[src/rtl/fpm_pkg.sv]
package fpm_pkg;
  localparam int unsigned FP_EXP_W  = 8;
  localparam int unsigned FP_FRAC_W = 23;
  localparam int unsigned FP_W      = 1 + FP_EXP_W + FP_FRAC_W;
  localparam int unsigned FP_SIG_W  = FP_FRAC_W + 1;
  localparam int unsigned FP_EXPC_W = FP_EXP_W + 2;
endpackage

[src/rtl/fpm_unpack.sv]
module fpm_unpack #(
  parameter int unsigned EXP_W  = fpm_pkg::FP_EXP_W,
  parameter int unsigned FRAC_W = fpm_pkg::FP_FRAC_W,
  localparam int unsigned W     = 1 + EXP_W + FRAC_W,
  localparam int unsigned SIG_W = FRAC_W + 1
) (
  input  logic [W-1:0]     word_i,
  output logic             sign_o,
  output logic [EXP_W-1:0] expo_o,
  output logic [SIG_W-1:0] sig_o,
  output logic             zero_o
);
  logic [FRAC_W-1:0] frac;
  logic              hidden;

  always_comb begin
    sign_o = word_i[W-1];
    expo_o = word_i[W-2 -: EXP_W];
    frac   = word_i[FRAC_W-1:0];
    hidden = |expo_o;
    sig_o  = {hidden, frac};
    zero_o = ~hidden & ~(|frac);
  end
endmodule

[src/rtl/fpm_booth_core.sv]
module fpm_booth_core #(
  parameter int unsigned SIG_W = fpm_pkg::FP_SIG_W,
  localparam int unsigned STEPS  = SIG_W + 1,
  localparam int unsigned MPLR_W = SIG_W + 1,
  localparam int unsigned ACC_W  = SIG_W + 3,
  localparam int unsigned CNT_W  = $clog2(STEPS),
  localparam int unsigned PROD_W = 2 * SIG_W
) (
  input  logic              clk,
  input  logic              rst_n,
  input  logic              start_i,
  input  logic [SIG_W-1:0]  mcand_i,
  input  logic [SIG_W-1:0]  mplr_i,
  output logic              busy_o,
  output logic              done_o,
  output logic [PROD_W-1:0] prod_o
);
  localparam logic [CNT_W-1:0] LAST_STEP = CNT_W'(STEPS - 1);

  logic [ACC_W-1:0]  acc_q, acc_d, addend;
  logic [MPLR_W-1:0] mplr_q, mplr_d;
  logic [SIG_W-1:0]  mcand_q, mcand_d;
  logic [ACC_W-1:0]  mcand_ext;
  logic              qm1_q, qm1_d;
  logic [CNT_W-1:0]  cnt_q, cnt_d;
  logic              busy_q, busy_d;
  logic              done_q, done_d;
  logic              dp_en;
  logic [ACC_W+MPLR_W-1:0] full_prod;

  assign mcand_ext = ACC_W'(mcand_q);
  assign dp_en     = start_i | busy_q;

  // recode the current multiplier bit pair and step the partial product
  always_comb begin
    unique case ({mplr_q[0], qm1_q})
      2'b01:   addend = acc_q + mcand_ext;
      2'b10:   addend = acc_q - mcand_ext;
      default: addend = acc_q;
    endcase
  end

  always_comb begin
    acc_d   = acc_q;
    mplr_d  = mplr_q;
    qm1_d   = qm1_q;
    mcand_d = mcand_q;
    cnt_d   = cnt_q;
    busy_d  = busy_q;
    done_d  = 1'b0;
    if (start_i) begin
      acc_d   = '0;
      mplr_d  = MPLR_W'(mplr_i);
      qm1_d   = 1'b0;
      mcand_d = mcand_i;
      cnt_d   = '0;
      busy_d  = 1'b1;
    end else if (busy_q) begin
      acc_d  = {addend[ACC_W-1], addend[ACC_W-1:1]};
      mplr_d = {addend[0], mplr_q[MPLR_W-1:1]};
      qm1_d  = mplr_q[0];
      if (cnt_q == LAST_STEP) begin
        busy_d = 1'b0;
        done_d = 1'b1;
      end else begin
        cnt_d = cnt_q + 1'b1;
      end
    end
  end

  always_ff @(posedge clk or negedge rst_n) begin
    if (!rst_n) begin
      acc_q   <= '0;
      mplr_q  <= '0;
      qm1_q   <= 1'b0;
      mcand_q <= '0;
      cnt_q   <= '0;
      busy_q  <= 1'b0;
      done_q  <= 1'b0;
    end else begin
      done_q <= done_d;
      if (dp_en) begin
        acc_q   <= acc_d;
        mplr_q  <= mplr_d;
        qm1_q   <= qm1_d;
        mcand_q <= mcand_d;
        cnt_q   <= cnt_d;
        busy_q  <= busy_d;
      end
    end
  end

  assign full_prod = {acc_q, mplr_q};
  assign prod_o    = full_prod[PROD_W-1:0];
  assign busy_o    = busy_q;
  assign done_o    = done_q;

  // step counter never passes the last Booth step
  p_cnt_bound_r8: assert property (@(posedge clk) disable iff (!rst_n)
    busy_q |-> (cnt_q <= LAST_STEP));
  // completion pulse only directly after a busy cycle
  p_done_from_busy_r8: assert property (@(posedge clk) disable iff (!rst_n)
    done_q |-> ($past(busy_q) && !busy_q));
  // the product of two unsigned significands is never negative
  p_prod_nonneg_r3: assert property (@(posedge clk) disable iff (!rst_n)
    done_q |-> !acc_q[ACC_W-1]);
  // the controller never restarts a running iteration
  p_start_idle_r9: assert property (@(posedge clk) disable iff (!rst_n)
    start_i |-> !busy_q);
endmodule

[src/rtl/fpm_pack.sv]
module fpm_pack #(
  parameter int unsigned EXP_W  = fpm_pkg::FP_EXP_W,
  parameter int unsigned FRAC_W = fpm_pkg::FP_FRAC_W,
  parameter int unsigned EXPC_W = fpm_pkg::FP_EXPC_W,
  localparam int unsigned W      = 1 + EXP_W + FRAC_W,
  localparam int unsigned SIG_W  = FRAC_W + 1,
  localparam int unsigned PROD_W = 2 * SIG_W
) (
  input  logic                     sign_i,
  input  logic signed [EXPC_W-1:0] expc_i,
  input  logic [PROD_W-1:0]        prod_i,
  output logic [W-1:0]             word_o,
  output logic                     ovf_o,
  output logic                     unf_o
);
  localparam logic signed [EXPC_W-1:0] EXP_TOP = EXPC_W'((1 << EXP_W) - 1);

  logic                     carry_top;
  logic [FRAC_W-1:0]        frac;
  logic signed [EXPC_W-1:0] exp_fin;

  always_comb begin
    carry_top = prod_i[PROD_W-1];
    if (carry_top) begin
      frac = prod_i[PROD_W-2 -: FRAC_W];
    end else begin
      frac = prod_i[PROD_W-3 -: FRAC_W];
    end
    exp_fin = expc_i + $signed({{(EXPC_W-1){1'b0}}, carry_top});
    ovf_o   = 1'b0;
    unf_o   = 1'b0;
    if (!exp_fin[EXPC_W-1] && (exp_fin >= EXP_TOP)) begin
      ovf_o  = 1'b1;
      word_o = {sign_i, {EXP_W{1'b1}}, {FRAC_W{1'b0}}};
    end else if (exp_fin[EXPC_W-1] || (exp_fin == '0)) begin
      unf_o  = 1'b1;
      word_o = {sign_i, {(W-1){1'b0}}};
    end else begin
      word_o = {sign_i, exp_fin[EXP_W-1:0], frac};
    end
  end
endmodule

[src/rtl/fp32_mul_seq.sv]
module fp32_mul_seq #(
  parameter int unsigned EXP_W  = fpm_pkg::FP_EXP_W,
  parameter int unsigned FRAC_W = fpm_pkg::FP_FRAC_W,
  localparam int unsigned W      = 1 + EXP_W + FRAC_W,
  localparam int unsigned SIG_W  = FRAC_W + 1,
  localparam int unsigned PROD_W = 2 * SIG_W,
  localparam int unsigned EXPC_W = EXP_W + 2
) (
  input  logic         clk,
  input  logic         rst_n,
  input  logic         start_i,
  input  logic [W-1:0] op_a_i,
  input  logic [W-1:0] op_b_i,
  output logic [W-1:0] result_o,
  output logic         done_o,
  output logic         overflow_o,
  output logic         underflow_o
);
  localparam logic signed [EXPC_W-1:0] BIAS = EXPC_W'((1 << (EXP_W - 1)) - 1);

  logic [1:0][W-1:0]     op_word;
  logic [1:0]            op_sign;
  logic [1:0][EXP_W-1:0] op_expo;
  logic [1:0][SIG_W-1:0] op_sig;
  logic [1:0]            op_zero;

  assign op_word[0] = op_a_i;
  assign op_word[1] = op_b_i;

  for (genvar g = 0; g < 2; g++) begin : g_unpack
    fpm_unpack #(.EXP_W(EXP_W), .FRAC_W(FRAC_W)) u_unpack (
      .word_i (op_word[g]),
      .sign_o (op_sign[g]),
      .expo_o (op_expo[g]),
      .sig_o  (op_sig[g]),
      .zero_o (op_zero[g])
    );
  end

  logic                     core_busy, core_done, core_start;
  logic [PROD_W-1:0]        core_prod;
  logic                     accept, any_zero, sign_new;
  logic signed [EXPC_W-1:0] exp_new;
  logic                     sign_q, sign_d;
  logic signed [EXPC_W-1:0] exp_q, exp_d;
  logic [W-1:0]             res_q, res_d, pack_word;
  logic                     ovf_q, ovf_d, unf_q, unf_d, done_q, done_d;
  logic                     pack_ovf, pack_unf, op_en, out_en;

  fpm_booth_core #(.SIG_W(SIG_W)) u_core (
    .clk     (clk),
    .rst_n   (rst_n),
    .start_i (core_start),
    .mcand_i (op_sig[0]),
    .mplr_i  (op_sig[1]),
    .busy_o  (core_busy),
    .done_o  (core_done),
    .prod_o  (core_prod)
  );

  fpm_pack #(.EXP_W(EXP_W), .FRAC_W(FRAC_W), .EXPC_W(EXPC_W)) u_pack (
    .sign_i (sign_q),
    .expc_i (exp_q),
    .prod_i (core_prod),
    .word_o (pack_word),
    .ovf_o  (pack_ovf),
    .unf_o  (pack_unf)
  );

  // request gating, exponent combination and output selection
  always_comb begin
    accept     = start_i & ~core_busy & ~core_done;
    any_zero   = |op_zero;
    sign_new   = op_sign[0] ^ op_sign[1];
    exp_new    = $signed({2'b00, op_expo[0]}) + $signed({2'b00, op_expo[1]}) - BIAS;
    core_start = accept & ~any_zero;
    op_en      = core_start;
    out_en     = core_done | (accept & any_zero);
    sign_d     = sign_new;
    exp_d      = exp_new;
    done_d     = out_en;
    if (core_done) begin
      res_d = pack_word;
      ovf_d = pack_ovf;
      unf_d = pack_unf;
    end else begin
      res_d = {sign_new, {(W-1){1'b0}}};
      ovf_d = 1'b0;
      unf_d = 1'b0;
    end
  end

  always_ff @(posedge clk or negedge rst_n) begin
    if (!rst_n) begin
      sign_q <= 1'b0;
      exp_q  <= '0;
      res_q  <= '0;
      ovf_q  <= 1'b0;
      unf_q  <= 1'b0;
      done_q <= 1'b0;
    end else begin
      done_q <= done_d;
      if (op_en) begin
        sign_q <= sign_d;
        exp_q  <= exp_d;
      end
      if (out_en) begin
        res_q <= res_d;
        ovf_q <= ovf_d;
        unf_q <= unf_d;
      end
    end
  end

  assign result_o    = res_q;
  assign done_o      = done_q;
  assign overflow_o  = ovf_q;
  assign underflow_o = unf_q;

  // overflow always comes with the infinity encoding
  p_ovf_code_r5: assert property (@(posedge clk) disable iff (!rst_n)
    overflow_o |-> (result_o[W-2:0] == {{EXP_W{1'b1}}, {FRAC_W{1'b0}}}));
  // underflow always comes with a signed zero
  p_unf_code_r6: assert property (@(posedge clk) disable iff (!rst_n)
    underflow_o |-> (result_o[W-2:0] == '0));
  // the two range flags never appear together
  p_flags_excl_r5: assert property (@(posedge clk) disable iff (!rst_n)
    !(overflow_o && underflow_o));
  // every finished product is presented on the next cycle
  p_done_follows_r8: assert property (@(posedge clk) disable iff (!rst_n)
    core_done |=> done_o);
  // a request during a running product leaves the latched fields alone
  p_hold_fields_r9: assert property (@(posedge clk) disable iff (!rst_n)
    (core_busy && start_i) |=> ($stable(sign_q) && $stable(exp_q)));
endmodule

[config.mk]
export PLATFORM = sky130hd
export DESIGN_NAME = fp32_mul_seq
export DESIGN_NICKNAME = d
export VERILOG_FILES = /design/src/rtl/fpm_pkg.sv /design/src/rtl/fpm_unpack.sv /design/src/rtl/fpm_booth_core.sv /design/src/rtl/fpm_pack.sv /design/src/rtl/fp32_mul_seq.sv
export SDC_FILE = /design/constraint.sdc
export NUM_CORES = 1
export LEC_CHECK = 0
export BUFFER_PORTS_ARGS = -buffer_cell sky130_fd_sc_hd__buf_2
export CELL_PAD_IN_SITES_DETAIL_PLACEMENT = 1
export CELL_PAD_IN_SITES_GLOBAL_PLACEMENT = 2
export CORE_ASPECT_RATIO = 1.2
export CORE_MARGIN = 2
export CORE_UTILIZATION = 36
export CTS_CLUSTER_DIAMETER = 60
export DETAILED_ROUTE_END_ITERATION = 10
export PLACE_DENSITY_LB_ADDON = 0.08
export SYNTH_ARGS = -nofsm -noshare
export SYNTH_HDL_FRONTEND = slang
export SYNTH_SLANG_ARGS = --single-unit
[constraint.sdc]
create_clock -name clk -period 5.1 [get_ports clk]
set_clock_uncertainty 0.15 [all_clocks]
set_input_delay 0.255 -clock clk [delete_from_list [all_inputs] [get_ports clk]]
set_output_delay 0.255 -clock clk [all_outputs]
set_load 0.02 [all_outputs]
==> results.json, run 1 <==
{
  "outcome": "finished clean",
  "mostFrequentLayoutCell": "nand2_1",
  "coreArea_mm2": 0.0218,
  "final_cell_mix": "nand2_1 (200), dfrtp_1 (128), buf_2 (100), o21ai_0 (74)",
  "met3_usage": 0.0412,
  "p_switching_uw": 3810,
  "rsz0062_at_grt": "no",
  "num_vias": 7073,
  "share_seq_of_total_power": 0.238,
  "p_comb_frac": 0.604,
  "ios": 102,
  "powerDensity_mw_per_mm2": 832,
  "grt_util_all_layers": 0.208,
  "fp-row-count": 59,
  "avgSynthCellArea_um2": 8.80,
  "final_util": 0.455,
  "grtUsageMet2": 0.371,
  "hpwl_um": 16600,
  "hold_path_depth": 4,
  "first_pass_iters": 4,
  "die_w_um": 140,
  "placedInstanceArea_mm2": 0.00882,
  "yosysSeqAreaShare": 0.402,
  "async_flop_share": 1.00,
  "clkLatencyLatePin_ns": 0.44,
  "synth_seq_cells": 129,
  "grt.overflow.total": 0,
  "die_area_mm2": 0.0235,
  "n_antenna_cell": 0,
  "slew_viol_final": 0,
  "grt_use_met1": 0.256,
  "cts_setup_buffers": 0,
  "crit_arrival_ns": 4.66,
  "worst_pin_slew_ns": 1.01,
  "synth_top_area_frac": 0.402,
  "min_period_over_period": 0.874,
  "pwr-share-clk": 0.158,
  "final_nets": 1163,
  "wl_um": 23400,
  "startpoint_type": "register",
  "drv_cap": 0,
  "wl_per_cell_um": 17.6,
  "max_freq_mhz": 224,
  "path_class": "register to register",
  "synth_fp_nets": 1028,
  "grt_pass1_wl_um": 39300,
  "place_congestion": 0.840,
  "timing.slew.headroom": 0.324,
  "path_clk_slew_ns": 0.06,
  "start_util": 0.368,
  "vdd_drop_max_v": 0.000291,
  "cts-htree-levels": 4,
  "period_minus_slack_ns": 4.46,
  "cts_tree": "built",
  "clockRootBuffer": "clkbuf_16",
  "p_leak_uw": 0.00475,
  "internal-power_uw": 4430,
  "synth_top_area_cell": "dfrtp_1",
  "ys_types": 67,
  "antenna_found_initial": 0,
  "p_sw_frac": 0.462,
  "grt_max_degree": 89,
  "grt_pass1_vias": 7543,
  "r2r_slack_ns": 0.64,
  "grt.busiest_layer": "met2",
  "viasPerCell": 5.31,
  "drive_gt1_frac": 0.152,
  "drtIter0Drc": 294,
  "drc_errors": 0,
  "syn_inst": 912,
  "reg2regPathDepth": 14,
  "setup_tns_ns": 0,
  "dieHeight_um": 168,
  "area_growth_syn_to_layout_pct": 23.4,
  "yosysWarnings": 0,
  "finalHoldViolations": 0,
  "clock_path_buffers": 2,
  "worstPathRequired_ns": 5.30,
  "hold_ws_ns": 0.0417,
  "cp_max_fo": 8,
  "fin_area_mm2": 0.00990,
  "syn-cell-area_mm2": 0.00802,
  "hp-class": "input pin to register",
  "cts_buffers": 17,
  "synth_area_leaders": "dfrtp_1 (40%), nand2_1 (9.4%), ha_1 (7.3%)",
  "clock-sinks": 129,
  "detail-route-antenna-nets": 0,
  "synth-edff-count": 0,
  "portBuffers": 101,
  "synth_ff_type": "dfrtp_1",
  "setup_viol": 0,
  "crit_path_end_kind": "register"
}
[final timing paths]
kind | from | endpoint
worst max-delay path | u_core.mcand_q[3] | u_core.acc_q[25]
min in group asynchronous | rst_n | result_o[8]
worst max register to register | u_core.mcand_q[3] | u_core.acc_q[25]
max in group asynchronous | rst_n | u_core.busy_o
worst min-delay path | op_b_i[23] | exp_q[0]
worst min register to register | result_o[17] | result_o[17]
[critical path, cell delays in order (launching register included)]
cell and delay, ns:
dfrtp_1 0.44, nor4_2 0.48, nor3b_1 0.27, nor4b_2 0.38, nand2_1 0.15, nor3_2 0.29, a21oi_1 0.13, xnor2_1 0.14
ha_1 0.41, and4_1 0.24, nand2_1 0.11, o31a_1 0.40, or4_4 0.50, nand3_2 0.09, mux2i_1 0.20
[cell families after synthesis]
logic type | count (synthesis) | share of synthesized area
flops | 129 | 0.402
mux | 37 | 0.0463
fa+ha+maj | 49 | 0.0783
xor+xnor | 58 | 0.0633
compound gates | 226 | 0.184
buf+inv | 66 | 0.0313
simple gates | 347 | 0.195
[flip-flops by register name, indices dropped and copies added (netlist names)]
register / cells
sign_q: 1
underflow_o: 1
done_o: 1
u_core.mcand_q: 24
u_core.qm1_q: 1
exp_q: 10
overflow_o: 1
u_core.mplr_q: 25
u_core.done_o: 1
result_o: 32
u_core.cnt_q: 5
u_core.acc_q: 26
u_core.busy_o: 1
[per-layer routing]
layer | share of wire | wire length [µm] | vias to the layer above
li1 | - | - | 3505
met1 | 0.44 | 10300 | 3433
met2 | 0.51 | 12000 | 105
met3 | 0.029 | 668 | 30
met4 | 0.019 | 448 | 0
met5 | 0 | 0 | -
[cells in the mapped netlist, types with 6 or more instances]
cell type / number
nand2_1: 200
dfrtp_1: 129
o21ai_0: 74
nor2_1: 48
ha_1: 47
a21oi_1: 42
xnor2_1: 42
clkbuf_1: 38
mux2i_1: 36
inv_1: 25
a22oi_1: 22
a21o_1: 19
nand3_1: 16
nor3_1: 16
xor2_1: 16
nor4_1: 15
nand2b_1: 10
a221o_1: 9
a211oi_1: 7
nand4_1: 7
a31oi_1: 6
and2_1: 6
o21bai_1: 6
[power by group through the flow]
stage	Sequential [µW]	Clock [µW]	Combinational, µW
6_report	1960	1300	4980
5_1_grt	2040	1380	5620
4_1_cts	1970	1340	5030
3_5_place_dp	1990	0	4950
3_3_place_gp	1970	0	4890
2_1_floorplan	1940	0	3740
[cell type report]
class,count,area [µm²]
Tap cell,274,343
Multi-Input combinational cell,717,4570
Sequential cell,129,3230
Clock inverter,13,175
Fill cell,2511,11900
Timing Repair Buffer,157,1050
Inverter,25,93.8
Clock buffer,18,439
[what timing repair did]
item                      in CTS  in global routing
gates resized for setup        0                  0
hold buffers                  47                  0
hold endpoints to repair     133                  0
[stage by stage]
step / worst slack [ns] / power, µW / std cells
3_5_place_dp: 0.580 / 6940 / 1255
5_1_grt: 0.240 / 9040 / 1333
2_1_floorplan: 1.19 / 5680 / 912
4_1_cts: 0.553 / 8330 / 1333
3_3_place_gp: 0.721 / 6860 / 1255
6_report: 0.643 / 8240 / 1333
Power figures use the tool's default switching activity.
==> inputs of run 2 (changes only) <==
CORE_UTILIZATION = 37   (was 36)
SYNTH_HIERARCHICAL = 1   (was default)
==> run 2 against run 1 <==
Compared with the run above: first-iteration DRC count shrank 25%; synthesized cell count up 16%; non-clock buffer count decreased by 1; sequential power is 8% higher; global-route usage is 1.2 points lower; via count rose by 3.6%; setup slack gained 0.0062 ns; critical path type unchanged; largest power group unchanged.
==> results.json, run 2 <==
{
  "avgSynthCellArea_um2": 8.80,
  "synth_seq_cells": 129,
  "finalHoldViolations": 0,
  "final_util": 0.421,
  "crit_path_end_kind": "register",
  "coreArea_mm2": 0.0247,
  "hp-class": "input pin to register",
  "grt_pass1_wl_um": 41100,
  "place_congestion": 0.825,
  "hpwl_um": 18000,
  "n_antenna_cell": 0,
  "largest_register_ffs": 32,
  "start_util": 0.376,
  "cp_max_fo": 7,
  "portBuffers": 101,
  "path_cells": "or3_4, nor3_1, nand2b_1, nor2b_1, a21oi_1, xnor2_1, ha_1, and4_1, and2_1, nand3_1, a31oi_1, a21oi_1, a31oi_1, mux2_2, mux2_4",
  "area_growth_syn_to_layout_pct": 12.0,
  "min_period_over_period": 0.873,
  "slew_viol_final": 0,
  "drc_errors": 0,
  "cts_buffers": 17,
  "dieHeight_um": 177,
  "period_minus_slack_ns": 4.45,
  "timing.slew.headroom": 0.314,
  "grt_util_all_layers": 0.196,
  "drtIter0Drc": 221,
  "fillers": 2915,
  "drive_gt1_frac": 0.169,
  "fp-row-count": 63,
  "die_area_mm2": 0.0263,
  "detail-route-antenna-nets": 0,
  "clkLatencyLatePin_ns": 0.42,
  "grt.overflow.total": 0,
  "syn_inst": 1054,
  "grt_max_degree": 85,
  "synth-edff-count": 0,
  "mostFrequentLayoutCell": "nand2_1",
  "drv_cap": 0,
  "grt_pass1_vias": 7783,
  "yosysMostFrequentCell": "nand2_1",
  "wl_per_cell_um": 17.1,
  "slowest_delay_ns": 0.46,
  "rsz0062_at_grt": "no",
  "setup_viol": 0,
  "wl_um": 24300,
  "instances_no_fill": 1424,
  "cp_top_family": "simple AND/OR/NAND/NOR gates",
  "synth_top_area_frac": 0.348,
  "powerDensity_mw_per_mm2": 815,
  "cts-htree-levels": 4,
  "layout_setup_ws_ns": 0.649,
  "setup_tns_ns": 0,
  "max_freq_mhz": 225,
  "p_leak_uw": 0.00474,
  "synth_area_leaders": "dfrtp_1 (35%), buf_4 (7.4%), ha_1 (6.3%)",
  "final_cell_mix": "nand2_1 (139), dfrtp_1 (127), buf_2 (100), o21ai_0 (92), nor2_1 (85)",
  "dp.cells": 1345,
  "startpoint_type": "register",
  "netlist_top_cells_count": "nand2_1 (139), dfrtp_1 (129), buf_4 (92), o21ai_0 (92), nor2_1 (85)",
  "slowest_stage": "a31oi_1",
  "clock-sinks": 129,
  "antenna_found_initial": 0,
  "cts_resized": 0,
  "cts_setup_buffers": 0,
  "yosysWarnings": 6,
  "clock_path_buffers": 2,
  "path_clk_slew_ns": 0.06,
  "yosysSeqAreaShare": 0.348,
  "clockRootBuffer": "clkbuf_16",
  "cts_tree": "built",
  "vdd_drop_max_v": 0.000313,
  "async_flop_share": 1.00,
  "worst_pin_slew_ns": 1.03,
  "num_vias": 7325,
  "worstPathRequired_ns": 5.26,
  "synth_top_area_cell": "dfrtp_1",
  "crit_buf_inv": 0,
  "synth_ff_type": "dfrtp_1",
  "syn-cell-area_mm2": 0.00927,
  "die_w_um": 149,
  "ios": 102,
  "synth_fp_nets": 1170,
  "crit_arrival_ns": 4.61,
  "viasPerCell": 5.14,
  "first_pass_iters": 4,
  "ys_types": 75,
  "dp_worst_setup_slack_ns": 0.694,
  "path_class": "register to register",
  "final_nets": 1202,
  "outcome": "finished clean"
}
run 2: changes by cell type in the layout (fill, tap and decap cells not counted), sizes merged, moves of 19 or more:
| cell | before | now |
|---|---|---|
| a22oi | 22 | 0 |
| nand2 | 200 | 140 |
| nor2 | 48 | 85 |
| mux2i | 36 | 58 |
| mux2 | 1 | 20 |
| o21ai | 75 | 100 |
run 2: what timing repair did:
| item | in CTS | in global routing |
|---|---|---|
| setup endpoints to repair | 0 | 0 |
| hold buffers | 47 | 0 |
| endpoints found under the hold margin | 129 | 0 |
run 2: where the power goes:
group	switching (µW)	internal, µW
clock	522	649
combinational	2960	2220
sequential	555	1560
run 2: logic make-up (layout without fill, tap and decap cells):
group | count (synthesis) | in the layout | synth area share
AO/OA/AOI/OAI | 244 | 244 | 0.165
XOR/XNOR | 60 | 60 | 0.0583
adder cells (fa/ha/maj) | 49 | 49 | 0.0677
buffers and inverters | 170 | 215 | 0.109
flip-flops | 129 | 129 | 0.348
multiplexers | 78 | 78 | 0.0873
AND/OR/NAND/NOR | 324 | 324 | 0.165
run 2: through the flow:
| step | total power, µW | hold WS (ns) | area, µm² |
|---|---|---|---|
| 2_1_floorplan | 6180 | -0.191 | 9270 |
| 3_3_place_gp | 7300 | 0.213 | 9350 |
| 3_5_place_dp | 7340 | 0.214 | 9350 |
| 4_1_cts | 8590 | 0.0165 | 10400 |
| 5_1_grt | 9350 | 0.0519 | 10400 |
| 6_report | 8460 | 0.0273 | 10400 |
run 2: worst min-delay path, stage by stage:
cell	delay, ns
buf_2	0.08
xnor2_1	0.08
o21ai_0	0.14
run 2: area by class of cell:
type | instances | area, µm² | area share
multi-input combinational | 755 | 5040 | 0.486
sequential | 129 | 3230 | 0.311
timing repair buffer | 156 | 1040 | 0.100
clock buffer | 18 | 439 | 0.0423
tap | 325 | 407 | 0.0392
clock inverter | 14 | 118 | 0.0113
inverter | 27 | 103 | 0.00988
run 2: worst paths after layout:
check	cells after the start	startpoint	slack (ns)	endpoint
max in group asynchronous	3	rst_n	3.38	u_core/acc_q[17]
max reg2reg	15	u_core/mcand_q[3]	0.65	u_core/acc_q[25]
min in group asynchronous	2	rst_n	0.28	exp_q[8]
min reg2reg	2	sign_q	0.34	sign_q
min	3	op_a_i[31]	0.03	sign_q
max	15	u_core/mcand_q[3]	0.65	u_core/acc_q[25]
run 2: metal layers:
metal,track usage,wire length [µm]
met2,0.337,11800
met1,0.257,11500
met4,0.0540,382
met3,0.0298,616
met5,0,0
==> inputs of run 3 (changes only) <==
CELL_PAD_IN_SITES_DETAIL_PLACEMENT = default   (was 1)
CELL_PAD_IN_SITES_GLOBAL_PLACEMENT = default   (was 2)
CORE_UTILIZATION = 41   (was 37)
PLACE_DENSITY_LB_ADDON = default   (was 0.08)
==> run 3 against run 2 <==
Compared with the run above: sequential cell count stayed put; critical endpoint unchanged; final cell count is 3.4% lower; first-iteration DRC count is 79% higher; critical path depth stayed put; via count is 3.3% lower; core utilization is 4.5 points higher; die area is 9.5% lower; setup slack better by 0.19 ns; maximum frequency is 4.5% higher; register-to-register slack better by 0.19 ns.
==> results.json, run 3 (same netlist as run 2, synthesis figures left out) <==
{
  "outcome": "finished clean",
  "hp-class": "input pin to register",
  "startpoint_type": "register",
  "worstPathRequired_ns": 5.26,
  "setup_viol": 0,
  "cts-htree-levels": 4,
  "fin_area_mm2": 0.0104,
  "r2r-end": "u_core/acc_q[25]",
  "grt_pass1_vias": 6842,
  "drtIter0Drc": 395,
  "detail-route-antenna-nets": 0,
  "antenna_found_initial": 0,
  "vdd_drop_max_v": 0.000278,
  "critPathLaunch": "u_core/mcand_q[3]",
  "grt.overflow.total": 0,
  "timing.critical_path.to": "u_core/acc_q[25]",
  "path_class": "register to register",
  "clockRootBuffer": "clkbuf_16",
  "r2r_slack_ns": 0.84,
  "instances_no_fill": 1376,
  "drc_errors": 0,
  "clock-sinks": 129,
  "start_util": 0.416,
  "multi_input_area_mm2": 0.00504,
  "wl_per_cell_um": 14.6,
  "min_period_over_period": 0.835,
  "grt_max_degree": 92,
  "final_cell_mix": "nand2_1 (139), dfrtp_1 (127), buf_2 (100), o21ai_0 (92), nor2_1 (85)",
  "rsz0062_at_grt": "no",
  "dieHeight_um": 169,
  "cts_tree": "built",
  "place_congestion": 0.863,
  "grt_pass1_wl_um": 34100,
  "largest_register_ffs": 32,
  "slew_viol_final": 0,
  "reg2regPathDepth": 15,
  "drive_gt1_frac": 0.168,
  "crit_arrival_ns": 4.42,
  "setup_tns_ns": 0,
  "fp-row-count": 60,
  "hpwl_um": 14500,
  "cts_buffers": 17,
  "register_area_mm2": 0.00323,
  "cp_max_fo": 7,
  "fillers": 2181,
  "area_growth_syn_to_layout_pct": 12.1,
  "viasPerCell": 5.15,
  "period_minus_slack_ns": 4.26,
  "dp.cells": 1297,
  "n_antenna_cell": 0,
  "path_clk_slew_ns": 0.06,
  "wl_um": 20100,
  "die_area_mm2": 0.0238,
  "first_pass_iters": 5,
  "cts_resized": 0,
  "grt_util_all_layers": 0.175,
  "final_nets": 1200,
  "clkLatencyLatePin_ns": 0.42,
  "portBuffers": 101,
  "max_freq_mhz": 235,
  "placedInstanceArea_mm2": 0.00928,
  "clock_path_buffers": 2,
  "coreArea_mm2": 0.0223,
  "powerDensity_mw_per_mm2": 815,
  "die_w_um": 141,
  "finalHoldViolations": 0,
  "num_vias": 7080,
  "mostFrequentLayoutCell": "nand2_1",
  "timing.slew.headroom": 0.353,
  "worst_pin_slew_ns": 0.970,
  "crit_path_end_kind": "register",
  "timing.rr.start": "u_core/mcand_q[3]",
  "p_leak_uw": 0.00477,
  "drv_cap": 0,
  "ios": 102
}
==> run 3: worst min path at each step <==
stage | startpoint | to | slack (ns) | cells past startpoint
6_report | op_a_i[31] | sign_q | 0.04 | 3
5_1_grt | op_a_i[31] | sign_q | 0.08 | 3
4_1_cts | op_a_i[31] | sign_q | 0.04 | 3
3_5_place_dp | rst_n | exp_q[9] | 0.29 | 1
3_3_place_gp | rst_n | exp_q[7] | 0.28 | 1
2_1_floorplan | rst_n | done_o | -0.19 | 0
==> run 3: report_power, final <==
part / switching, µW / internal [µW] / leakage (µW)
registers: 492 / 1560 / 0.00153
logic: 2870 / 2220 / 0.00293
clock network: 503 / 835 / 0.000311
==> run 3: routing by layer <==
layer,routed length (µm),track usage,vias up
met3,756,0.0294,22
li1,-,-,3675
met4,308,0.0565,0
met5,0,0,-
met1,10300,0.251,3221
met2,8740,0.271,162
==> run 3: per-stage QoR <==
| step | hold slack, ns | total power (µW) | setup WS (ns) | util |
|---|---|---|---|---|
| after CTS | 0.0385 | 8530 | 0.795 | 0.466 |
| after global routing | 0.0816 | 9290 | 0.441 | 0.466 |
| after global placement | 0.282 | 7080 | 0.934 | 0.416 |
| final | 0.0450 | 8470 | 0.840 | 0.466 |
| after floorplan | -0.191 | 6180 | 1.27 | - |
| after detailed placement | 0.291 | 7130 | 0.813 | 0.416 |
==> run 3: worst max-delay path, cell delays in order, from the launching register on <==
cell	delay, ns
dfrtp_1	0.41
or3_4	0.40
nor3_1	0.21
nand2b_1	0.13
nor2b_1	0.22
a21oi_1	0.12
xnor2_1	0.17
ha_1	0.38
and4_1	0.27
and2_1	0.15
nand3_1	0.09
a31oi_1	0.36
a21oi_1	0.21
a31oi_1	0.22
mux2_2	0.36
mux2_4	0.30
==> run 3: area by class of cell <==
cell class / instances / share of cell area
Clock inverter: 15 / 0.0213
Multi-Input combinational cell: 755 / 0.485
Inverter: 27 / 0.00987
Clock buffer: 17 / 0.0409
Tap cell: 279 / 0.0336
Timing Repair Buffer: 154 / 0.0985
Sequential cell: 129 / 0.311
==> run 3: timing repair <==
item | in CTS | in global routing
hold buffers | 47 | 0
endpoints found under the hold margin | 115 | 0
setup buffers | 0 | 0
